### src/rtl/pk_ref_pkg.sv
package pk_ref_pkg;
  typedef enum logic {
    SRC_LAW  = 1'b0,
    SRC_RAMP = 1'b1
  } ref_src_e;
endpackage

### src/rtl/pk_ss_ramp.sv
module pk_ss_ramp #(
  parameter int REF_W       = 8,
  parameter int STEP_CYCLES = 13035,
  parameter int STEP_CODES  = 1
) (
  input  logic             clk_i,
  input  logic             rst_ni,
  input  logic             req_i,
  input  logic             fb_high_i,
  input  logic [REF_W-1:0] start_i,
  input  logic [REF_W-1:0] max_i,
  output logic [REF_W-1:0] ramp_o,
  output logic             active_o
);
  localparam logic [REF_W:0] STEP_EXT = (REF_W+1)'(STEP_CODES);

  logic [REF_W-1:0] ramp_q;
  logic             active_q;
  logic             tick;
  logic [REF_W-1:0] start_clip;
  logic [REF_W:0]   sum;
  logic [REF_W-1:0] next_up;

  generate
    if (STEP_CYCLES > 1) begin : g_timer
      localparam int CNT_W = $clog2(STEP_CYCLES);
      localparam logic [CNT_W-1:0] LAST = CNT_W'(STEP_CYCLES - 1);
      logic [CNT_W-1:0] cnt_q;
      always_ff @(posedge clk_i or negedge rst_ni) begin
        if (!rst_ni)                  cnt_q <= '0;
        else if (req_i || !active_q)  cnt_q <= '0;
        else if (cnt_q == LAST)       cnt_q <= '0;
        else                          cnt_q <= cnt_q + 1'b1;
      end
      assign tick = active_q && (cnt_q == LAST);
    end else begin : g_every
      assign tick = active_q;
    end
  endgenerate

  assign start_clip = (start_i < max_i) ? start_i : max_i;
  assign sum        = {1'b0, ramp_q} + STEP_EXT;
  assign next_up    = (sum >= {1'b0, max_i}) ? max_i : sum[REF_W-1:0];

  always_ff @(posedge clk_i or negedge rst_ni) begin
    if (!rst_ni) begin
      ramp_q   <= '0;
      active_q <= 1'b0;
    end else if (req_i) begin
      ramp_q   <= start_clip;
      active_q <= (start_i < max_i);
    end else if (active_q) begin
      if (!fb_high_i || ramp_q >= max_i) active_q <= 1'b0;
      else if (tick)                     ramp_q   <= next_up;
    end
  end

  assign ramp_o   = ramp_q;
  assign active_o = active_q;


  p_req_load_r2: assert property (@(posedge clk_i) disable iff (!rst_ni)
    req_i |=> ramp_q == (($past(start_i) < $past(max_i)) ? $past(start_i) : $past(max_i)));

  p_ramp_mono_r3: assert property (@(posedge clk_i) disable iff (!rst_ni)
    (active_q && !req_i) |=> ramp_q >= $past(ramp_q));

  p_ramp_step_r3: assert property (@(posedge clk_i) disable iff (!rst_ni)
    (active_q && !req_i) |=> ({1'b0, ramp_q} - {1'b0, $past(ramp_q)}) <= STEP_EXT);

  p_ramp_cap_r4: assert property (@(posedge clk_i) disable iff (!rst_ni)
    active_q |-> ramp_q <= max_i);

  p_fb_stop_r5: assert property (@(posedge clk_i) disable iff (!rst_ni)
    (!req_i && !fb_high_i) |=> !active_q);

  p_skip_r8: assert property (@(posedge clk_i) disable iff (!rst_ni)
    (req_i && start_i >= max_i) |=> !active_q);
endmodule

### src/rtl/pk_vo_offset.sv
module pk_vo_offset #(
  parameter int ADC_W = 8,
  parameter int K_W   = 16,
  parameter int REF_W = 8,
  parameter int SHIFT = 16
) (
  input  logic             clk_i,
  input  logic             rst_ni,
  input  logic [ADC_W-1:0] zcd_i,
  input  logic [ADC_W-1:0] zero_i,
  input  logic [K_W-1:0]   k_i,
  output logic [REF_W-1:0] off_o
);
  localparam int PROD_W = ADC_W + K_W;
  localparam int Q_W    = PROD_W - SHIFT;

  logic [ADC_W-1:0]  diff;
  logic [PROD_W-1:0] prod;
  logic [Q_W-1:0]    quo;
  logic [REF_W-1:0]  off_d;
  logic [REF_W-1:0]  off_q;
  logic              unused_frac;

  assign diff        = (zcd_i < zero_i) ? (zero_i - zcd_i) : '0;
  assign prod        = PROD_W'(diff) * PROD_W'(k_i);
  assign quo         = prod[PROD_W-1:SHIFT];
  assign unused_frac = ^prod[SHIFT-1:0];

  generate
    if (Q_W > REF_W) begin : g_clamp
      assign off_d = (|quo[Q_W-1:REF_W]) ? '1 : quo[REF_W-1:0];
    end else begin : g_fit
      assign off_d = REF_W'(quo);
    end
  endgenerate

  always_ff @(posedge clk_i or negedge rst_ni) begin
    if (!rst_ni) off_q <= '0;
    else         off_q <= off_d;
  end

  assign off_o = off_q;


  p_off_zero_r6: assert property (@(posedge clk_i) disable iff (!rst_ni)
    (zcd_i >= zero_i) |=> off_q == '0);

  p_off_nok_r6: assert property (@(posedge clk_i) disable iff (!rst_ni)
    (k_i == '0) |=> off_q == '0);
endmodule

### src/rtl/pk_ref_sel.sv
module pk_ref_sel
  import pk_ref_pkg::*;
#(
  parameter int REF_W = 8
) (
  input  logic             clk_i,
  input  logic             rst_ni,
  input  ref_src_e         src_i,
  input  logic [REF_W-1:0] ramp_i,
  input  logic [REF_W-1:0] cmd_i,
  input  logic [REF_W-1:0] off_i,
  output logic [REF_W-1:0] ref_o
);
  logic [REF_W-1:0] law;
  logic [REF_W-1:0] ref_q;

  assign law = (cmd_i > off_i) ? (cmd_i - off_i) : '0;

  always_ff @(posedge clk_i or negedge rst_ni) begin
    if (!rst_ni)                 ref_q <= '0;
    else if (src_i == SRC_RAMP)  ref_q <= ramp_i;
    else                         ref_q <= law;
  end

  assign ref_o = ref_q;


  p_law_le_cmd_r7: assert property (@(posedge clk_i) disable iff (!rst_ni)
    (src_i == SRC_LAW) |=> ref_q <= $past(cmd_i));

  p_no_wrap_r7: assert property (@(posedge clk_i) disable iff (!rst_ni)
    (src_i == SRC_LAW && cmd_i <= off_i) |=> ref_q == '0);

  p_ramp_pass_r3: assert property (@(posedge clk_i) disable iff (!rst_ni)
    (src_i == SRC_RAMP) |=> ref_q == $past(ramp_i));
endmodule

### src/rtl/pk_ref_gen.sv
module pk_ref_gen
  import pk_ref_pkg::*;
#(
  parameter int REF_W       = 8,
  parameter int ADC_W       = 8,
  parameter int K_W         = 16,
  parameter int DIV_SHIFT   = 16,
  parameter int STEP_CYCLES = 13035,
  parameter int STEP_CODES  = 1
) (
  input  logic             clk_i,
  input  logic             rst_ni,
  input  logic             ss_req_i,
  input  logic             fb_high_i,
  input  logic [REF_W-1:0] cmd_ref_i,
  input  logic [ADC_W-1:0] zcd_code_i,
  input  logic [REF_W-1:0] cfg_start_i,
  input  logic [REF_W-1:0] cfg_max_i,
  input  logic [K_W-1:0]   cfg_k_i,
  input  logic [ADC_W-1:0] cfg_zero_i,
  output logic [REF_W-1:0] ref_o
);
  logic [REF_W-1:0] ramp;
  logic             ss_active;
  logic [REF_W-1:0] off;
  ref_src_e         src;

  pk_ss_ramp #(
    .REF_W      (REF_W),
    .STEP_CYCLES(STEP_CYCLES),
    .STEP_CODES (STEP_CODES)
  ) u_ramp (
    .clk_i    (clk_i),
    .rst_ni   (rst_ni),
    .req_i    (ss_req_i),
    .fb_high_i(fb_high_i),
    .start_i  (cfg_start_i),
    .max_i    (cfg_max_i),
    .ramp_o   (ramp),
    .active_o (ss_active)
  );

  pk_vo_offset #(
    .ADC_W(ADC_W),
    .K_W  (K_W),
    .REF_W(REF_W),
    .SHIFT(DIV_SHIFT)
  ) u_off (
    .clk_i (clk_i),
    .rst_ni(rst_ni),
    .zcd_i (zcd_code_i),
    .zero_i(cfg_zero_i),
    .k_i   (cfg_k_i),
    .off_o (off)
  );

  assign src = ss_active ? SRC_RAMP : SRC_LAW;

  pk_ref_sel #(
    .REF_W(REF_W)
  ) u_sel (
    .clk_i (clk_i),
    .rst_ni(rst_ni),
    .src_i (src),
    .ramp_i(ramp),
    .cmd_i (cmd_ref_i),
    .off_i (off),
    .ref_o (ref_o)
  );
endmodule

### config.mk
export PLATFORM = sky130hd
export DESIGN_NAME = pk_ref_gen
export DESIGN_NICKNAME = d
export VERILOG_FILES = /design/src/rtl/pk_ref_pkg.sv /design/src/rtl/pk_ss_ramp.sv /design/src/rtl/pk_vo_offset.sv /design/src/rtl/pk_ref_sel.sv /design/src/rtl/pk_ref_gen.sv
export SDC_FILE = /design/constraint.sdc
export NUM_CORES = 1
export LEC_CHECK = 0
export BUFFER_PORTS_ARGS = -buffer_cell sky130_fd_sc_hd__clkbuf_2
export CAP_MARGIN = 30
export CORE_AREA = 2 2 132 134
export CTS_BUF_LIST = sky130_fd_sc_hd__clkbuf_4 sky130_fd_sc_hd__clkbuf_8
export CTS_CLUSTER_DIAMETER = 120
export CTS_CLUSTER_SIZE = 14
export DETAILED_ROUTE_END_ITERATION = 6
export DIE_AREA = 0 0 134 136
export SYNTH_ARGS = -nofsm -noshare
export SYNTH_HDL_FRONTEND = slang
export SYNTH_SLANG_ARGS = --single-unit
### constraint.sdc
create_clock -name clk_i -period 8.48 [get_ports clk_i]
set_input_delay 0 -clock clk_i [delete_from_list [all_inputs] [get_ports clk_i]]
set_output_delay 0 -clock clk_i [all_outputs]
set_load 0.005 [all_outputs]
==> results of run 1 <==
==> kinds of logic after synthesis <==
group / Yosys count / share of synthesized area, %
AO/OA/AOI/OAI: 140 / 13.00
XOR/XNOR: 32 / 3.757
adder cells (fa/ha/maj): 168 / 36.73
buffers and inverters: 154 / 8.083
flip-flops: 39 / 13.08
multiplexers: 24 / 3.253
AND/OR/NAND/NOR: 301 / 22.10
==> repair_timing <==
action	CTS	global route
buffers inserted	0	0
hold buffers	1	0
hold endpoints to repair	39	0
==> state kept, by name, summed over array words and instances, names as in the netlist <==
signal	flops
u_ramp.active_o	1
u_ramp.ramp_o	8
u_off.off_o	8
u_sel.ref_o	8
u_ramp.g_timer.cnt_q	14
==> area by class of cell <==
type	instances	area, um^2
multi-input combinational	665	5884
fill	1690	8767
timing repair buffer	73	395.4
tap	225	281.5
clock inverter	1	8.758
clock buffer	7	90.09
sequential	39	975.9
inverter	126	473.0
==> final timing paths <==
kind                                    startpoint                 endpoint  slack, ps  cells after the start
max in group asynchronous                   rst_ni         u_ramp.ramp_o[3]       7910                      3
min in group asynchronous                   rst_ni         u_ramp.ramp_o[5]        130                      2
max reg2reg                       u_ramp.ramp_o[2]         u_ramp.ramp_o[4]       5060                     11
max                                  zcd_code_i[7]           u_off.off_o[6]       1650                     22
min                                   cfg_max_i[1]         u_ramp.ramp_o[1]         30                      3
min reg2reg                u_ramp.g_timer.cnt_q[0]  u_ramp.g_timer.cnt_q[0]        520                      1
==> power groups by stage <==
stage	Clock (mW)	Combinational, mW	Sequential [mW]
after global routing	0.148	1.22	0.249
final	0.136	1.06	0.245
after floorplan	0	0.815	0.245
after detailed placement	0	1.06	0.249
after global placement	0	1.05	0.250
after CTS	0.140	1.07	0.246
==> layer usage <==
layer	global-route usage [%]	part of all wire [%]
met1	26.86	48
met2	33.22	46
met3	1.752	4.1
met4	4.314	1.9
met5	0	0
==> critical path: cells and delay by family <==
family | cells | cell delay (ps)
AND/OR/NAND/NOR | 6 | 1750
XOR/XNOR | 1 | 150
adder cells (fa/ha/maj) | 6 | 3240
buffers and inverters | 4 | 190
AO/OA/AOI/OAI | 5 | 1640
==> per-stage QoR <==
stage	hold slack, ps	std cells	power, mW
final	33.93	1136	1.442
after CTS	37.77	1135	1.454
after floorplan	-295.6	858	1.060
after global routing	71.16	1136	1.614
after global placement	185.2	1126	1.301
after detailed placement	193.4	1126	1.312
==> synth_stat cells, types with 19 or more instances <==
master	count
xnor2_1	19
nor3_1	19
o21ai_0	30
fa_1	85
mux2i_1	22
dfrtp_1	39
and2_1	85
nand2_1	43
nor2_1	51
a21oi_1	30
inv_1	126
nand3_1	34
ha_1	83
==> flow_metrics.env, run 1 <==
export IMPL_max_cap_violations=0
export IMPL_dieHeight_um=136
export IMPL_start_util_pct=44.21
export IMPL_ys_ff_latch=39
export IMPL_final_common_cell="inv_1"
export IMPL_tns_ps=0
export IMPL_required_ps=8650
export IMPL_power_density_mw_per_mm2=177.9
export IMPL_async_reset_ff_share_pct=100.0
export IMPL_grt_max_degree=40
export IMPL_fin_crit_sh_pct=80.59
export IMPL_place_ws_ps=1344
export IMPL_crit_chain="clkbuf_2 -> inv_1 -> ha_1 -> nand4_2 -> a211oi_4 -> nor2_2 -> or2_4 -> nor3_2 -> and2_1 -> fa_1 -> fa_1 -> fa_1 -> inv_1 -> fa_1 -> inv_1 -> ha_1 -> nand2_1 -> a211oi_1 -> o2111ai_1 -> a31oi_1 -> a31oi_1 -> xnor2_1"
export IMPL_synth_distinct_cells=65
export IMPL_max_freq_ghz=0.1463
export IMPL_firstDrtPassIters=4
export IMPL_vdd_drop_max_v=0.0001023
export IMPL_ys_seq_area_share_pct=13.08
export IMPL_numCtsBuffers=5
export IMPL_routedWlPerCell_um=15.14
export IMPL_clockRootBuffer="clkbuf_8"
export IMPL_cts_clk_slew_worst_paths_ps=80
export IMPL_synth_ff_type="dfrtp_1"
export IMPL_outcome="completed"
export IMPL_synth_area_leaders="fa_1 (23%), ha_1 (14%), dfrtp_1 (13%)"
export IMPL_synthesis_area_mm2=0.007461
export IMPL_p_switching_mw=0.7108
export IMPL_rsz0062_at_grt="false"
export IMPL_fin_skew_ps=7.862
export IMPL_grt_overflow=0
export IMPL_drtIter0Drc=263
export IMPL_tightest_slew_ps=1001
export IMPL_p_leak_nw=4.090
export IMPL_slowest_stage="ha_1"
export IMPL_critPathKind="primary input to flop"
export IMPL_core_mm2=0.01688
export IMPL_syn_nets=1086
export IMPL_final_core_util_pct=48.05
export IMPL_cp_common_cell="fa_1"
export IMPL_slowest_delay_ps=860
export IMPL_dpl_cell_area_mm2=0.007980
export IMPL_hold_viol=0
export IMPL_arrival_ps=7010
export IMPL_numPortBuffers=67
export IMPL_ant_nets=0
export IMPL_yosysTopAreaCellShare_pct=22.81
export IMPL_num_rows=48
export IMPL_finalMaxSlewViolations=0
export IMPL_die_area_mm2=0.01822
export IMPL_place_congestion=0.8269
export IMPL_hpwl_um=14290
export IMPL_synth_edff_count=0
export IMPL_vias_per_cell=5.297
export IMPL_post_route_min_period_ps=6834
export IMPL_ios=68
export IMPL_grt_pass1_vias=6038
export IMPL_postCtsResizedCells=0
export IMPL_synth_largest_area_cell="fa_1"
export IMPL_totalWireLength_um=17200
export IMPL_worstSetupEndpointType="flop"
export IMPL_diodes=0
export IMPL_area_delta_synth_final_pct=8.687
export IMPL_yosys_warnings=0
export IMPL_pwr_share_clk_pct=9.4
export IMPL_final_area_mm2=0.008109
export IMPL_layout_drive_gt1_share_pct=10.32
export IMPL_critPathLaunchType="primary input"
export IMPL_final_cell_mix="inv_1 (126), and2_1 (85), fa_1 (85)"
export IMPL_fp_dieW_um=134
export IMPL_cts_tree="built"
export IMPL_antenna_found_initial=0
export IMPL_p_int_mw=0.7316
export IMPL_hp_class="primary input to flop"
export IMPL_synth_cells=858
export IMPL_grt_pass1_wl_um=29110
export IMPL_synth_area_per_cell_um2=8.696
export IMPL_grtUsageTotal_pct=19.42
export IMPL_netSwitchingFraction_pct=49.28
export IMPL_clock_sinks=39
export IMPL_slew_headroom_pct=32.53
export IMPL_clkLatencyLatePin_ps=290
export IMPL_setup_viol=0
export IMPL_nets=1138
export IMPL_power_share_combinational_pct=73.6
export IMPL_crit_fanout=35
export IMPL_htreeDepth=2
export IMPL_fin_ws_ps=1646
export IMPL_seqPwrFrac_pct=17.0
export IMPL_vias=6017
export IMPL_post_route_drc_count=0
export IMPL_clockBufferDepth=2
(Power assumes the default switching activity.)
==> run 2: changes to the inputs <==
ABC_AREA = 1   (was not set)
CORE_AREA = 2 2 131 133   (was 2 2 132 134)
DIE_AREA = 0 0 133 135   (was 0 0 134 136)
clock period = 6.1 ns   (was 8.48 ns; I/O delays follow)
==> flow_metrics.env, run 2 <==
export IMPL_slowest_delay_ps=530
export IMPL_hpwl_um=15140
export IMPL_multi_input_area_mm2=0.005498
export IMPL_finalMaxSlewViolations=0
export IMPL_ios=68
export IMPL_area_delta_synth_final_pct=9.841
export IMPL_synth_simple_area_share_pct=26.22
export IMPL_vdd_drop_max_v=0.0001236
export IMPL_power_density_mw_per_mm2=276.4
export IMPL_rsz0062_at_grt="false"
export IMPL_yosysTopAreaCellShare_pct=23.28
export IMPL_required_ps=6290
export IMPL_regMostFlops="u_ramp.g_timer.cnt_q"
export IMPL_synth_area_per_cell_um2=7.340
export IMPL_outcome="completed"
export IMPL_fin_skew_ps=8.106
export IMPL_crit_start="zcd_code_i[2]"
export IMPL_slew_headroom_pct=66.63
export IMPL_finalPower_mw=2.220
export IMPL_tns_ps=0
export IMPL_layout_drive_gt1_share_pct=10.89
export IMPL_ys_top_cells_by_count="inv_1 (196), nand2_1 (176), nor2_1 (174)"
export IMPL_synth_edff_count=0
export IMPL_syn_nets=1224
export IMPL_grt_max_degree=37
export IMPL_max_cap_violations=0
export IMPL_ys_seq_area_share_pct=13.35
export IMPL_critPathLaunchType="primary input"
export IMPL_synth_xor_area_share_pct=2.156
export IMPL_die_area_mm2=0.01796
export IMPL_grt_pass1_wl_um=30970
export IMPL_synth_fa_ha_area_share_pct=37.48
export IMPL_nets=1292
export IMPL_dieHeight_um=135
export IMPL_synth_compound_area_share_pct=9.345
export IMPL_yosys_warnings=0
export IMPL_post_route_min_period_ps=5281
export IMPL_cp_buffers_inverters=7
export IMPL_ys_ff_latch=39
export IMPL_synth_ff_type="dfrtp_1"
export IMPL_vias=6429
export IMPL_place_congestion=0.8769
export IMPL_grt_overflow=0
export IMPL_cts_tree="built"
export IMPL_seqCellArea_um2=975.9
export IMPL_fp_dieW_um=133
export IMPL_ant_nets=0
export IMPL_final_area_mm2=0.008030
export IMPL_dp_cells=1276
export IMPL_drtIter0Drc=380
export IMPL_final_cells=1285
export IMPL_largest_reg_flops=14
export IMPL_setup_viol=0
export IMPL_synth_area_leaders="fa_1 (23%), ha_1 (14%), dfrtp_1 (13%)"
export IMPL_totalWireLength_um=17670
export IMPL_critPathKind="primary input to flop"
export IMPL_whs_ps=51.21
export IMPL_hold_viol=0
export IMPL_fin_crit_sh_pct=86.58
export IMPL_numCtsBuffers=5
export IMPL_critical_path_top_delay_family="adder cells"
export IMPL_final_cell_mix="inv_1 (196), nand2_1 (176), nor2_1 (174)"
export IMPL_clockRootBuffer="clkbuf_8"
export IMPL_arrival_ps=5470
export IMPL_num_rows=47
export IMPL_synth_top_family_by_area="adder cells"
export IMPL_synth_distinct_cells=50
export IMPL_routedWlPerCell_um=13.75
export IMPL_numPortBuffers=67
export IMPL_crit_fanout=14
export IMPL_muxShareOfSynthArea_pct=0
export IMPL_core_mm2=0.01641
export IMPL_worstSetupEndpointType="flop"
export IMPL_final_fill_count=1677
export IMPL_postCtsResizedCells=0
export IMPL_synth_largest_area_cell="fa_1"
export IMPL_hp_class="primary input to asynchronous set/reset pin"
export IMPL_slowest_stage="fa_1"
export IMPL_clockBufferDepth=2
export IMPL_async_reset_ff_share_pct=100.0
export IMPL_htreeDepth=2
export IMPL_max_freq_ghz=0.1894
export IMPL_grtUsageTotal_pct=21.10
export IMPL_synth_cells=996
export IMPL_dpl_cell_area_mm2=0.007908
export IMPL_synth_most_common_cell="inv_1"
export IMPL_cts_clk_slew_worst_paths_ps=80
export IMPL_diodes=0
export IMPL_grt_pass1_vias=6528
export IMPL_tightest_slew_ps=495.2
export IMPL_fin_ws_ps=818.8
export IMPL_p_leak_nw=4.468
export IMPL_clkLatencyLatePin_ps=290
export IMPL_vias_per_cell=5.003
export IMPL_start_util_pct=44.56
export IMPL_final_core_util_pct=48.94
export IMPL_antenna_found_initial=0
export IMPL_post_route_drc_count=0
export IMPL_place_ws_ps=529.3
export IMPL_synthesis_area_mm2=0.007311
export IMPL_firstDrtPassIters=5
export IMPL_clock_sinks=39
export IMPL_final_common_cell="inv_1"
export IMPL_worstReg2RegStart="u_ramp.ramp_o[1]"
## run 2: changes by cell type after synthesis, sizes merged, moves of 7 or more
cell,previous run,this run
and3,9,0
clkbuf,16,3
a21oi,30,51
xnor2,19,7
inv,126,206
a22o,8,1
nor3,22,10
nand3b,15,4
and2,85,0
nand2,43,182
nor2,53,178
mux2i,22,0
## run 2: metal layers
layer	track usage, %	wire, um	share of wire [%]	vias to the layer above
li1	-	-	-	3247
met1	29.61	8519	48	3023
met2	35.95	8193	46	144
met3	2.365	743	4.2	15
met4	3.345	210	1.2	0
met5	0	0	0	-
## run 2: logic make-up after synthesis
family,after synthesis
AO/OA/AOI/OAI,116
XOR/XNOR,18
adder cells (fa/ha/maj),168
buffers and inverters,218
flip-flops,39
AND/OR/NAND/NOR,437
## run 2: worst paths after layout
kind                       slack [ps]                 endpoint  depth (start not counted)
max                               820           u_off.off_o[6]                         29
min                                50         u_ramp.ramp_o[5]                          2
max reg2reg                      3310         u_ramp.ramp_o[3]                         15
min reg2reg                       470  u_ramp.g_timer.cnt_q[0]                          1
max in group asynchronous        5640  u_ramp.g_timer.cnt_q[2]                          3
min in group clk_i                 70          u_ramp.active_o                          3
## run 2: repair_timing
action                                  in CTS  in global routing
hold endpoints to repair                    39                  0
hold buffers                                 1                  0
buffers inserted                             0                  0
endpoints found under the setup margin       0                  0
## run 2: power breakdown
part           switching [mW]  internal (mW)
Sequential             0.0403          0.317
Clock                  0.0947          0.122
Combinational            1.05          0.599
Total                    1.18           1.04
## run 2: final cells by class
cell class,count,area share [%]
Sequential cell,39,12.15
Tap cell,220,3.428
Multi-Input combinational cell,739,68.46
Clock inverter,3,0.5453
Clock buffer,5,0.8570
Timing Repair Buffer,73,4.924
Inverter,206,9.629
## run 2: worst register-to-register path, cell delays in order (launching register included)
cell      delay (ps)
dfrtp_1          460
ha_1             240
nand2_2           90
nor3_1           190
xor2_1           270
ha_1             320
a21oi_1          170
o211ai_1         140
nor2_4           170
nand3_4          180
nand2_1          120
o21ai_2           50
nand2_1           80
nand2_1           60
nand2_1           80
nand2_1           60
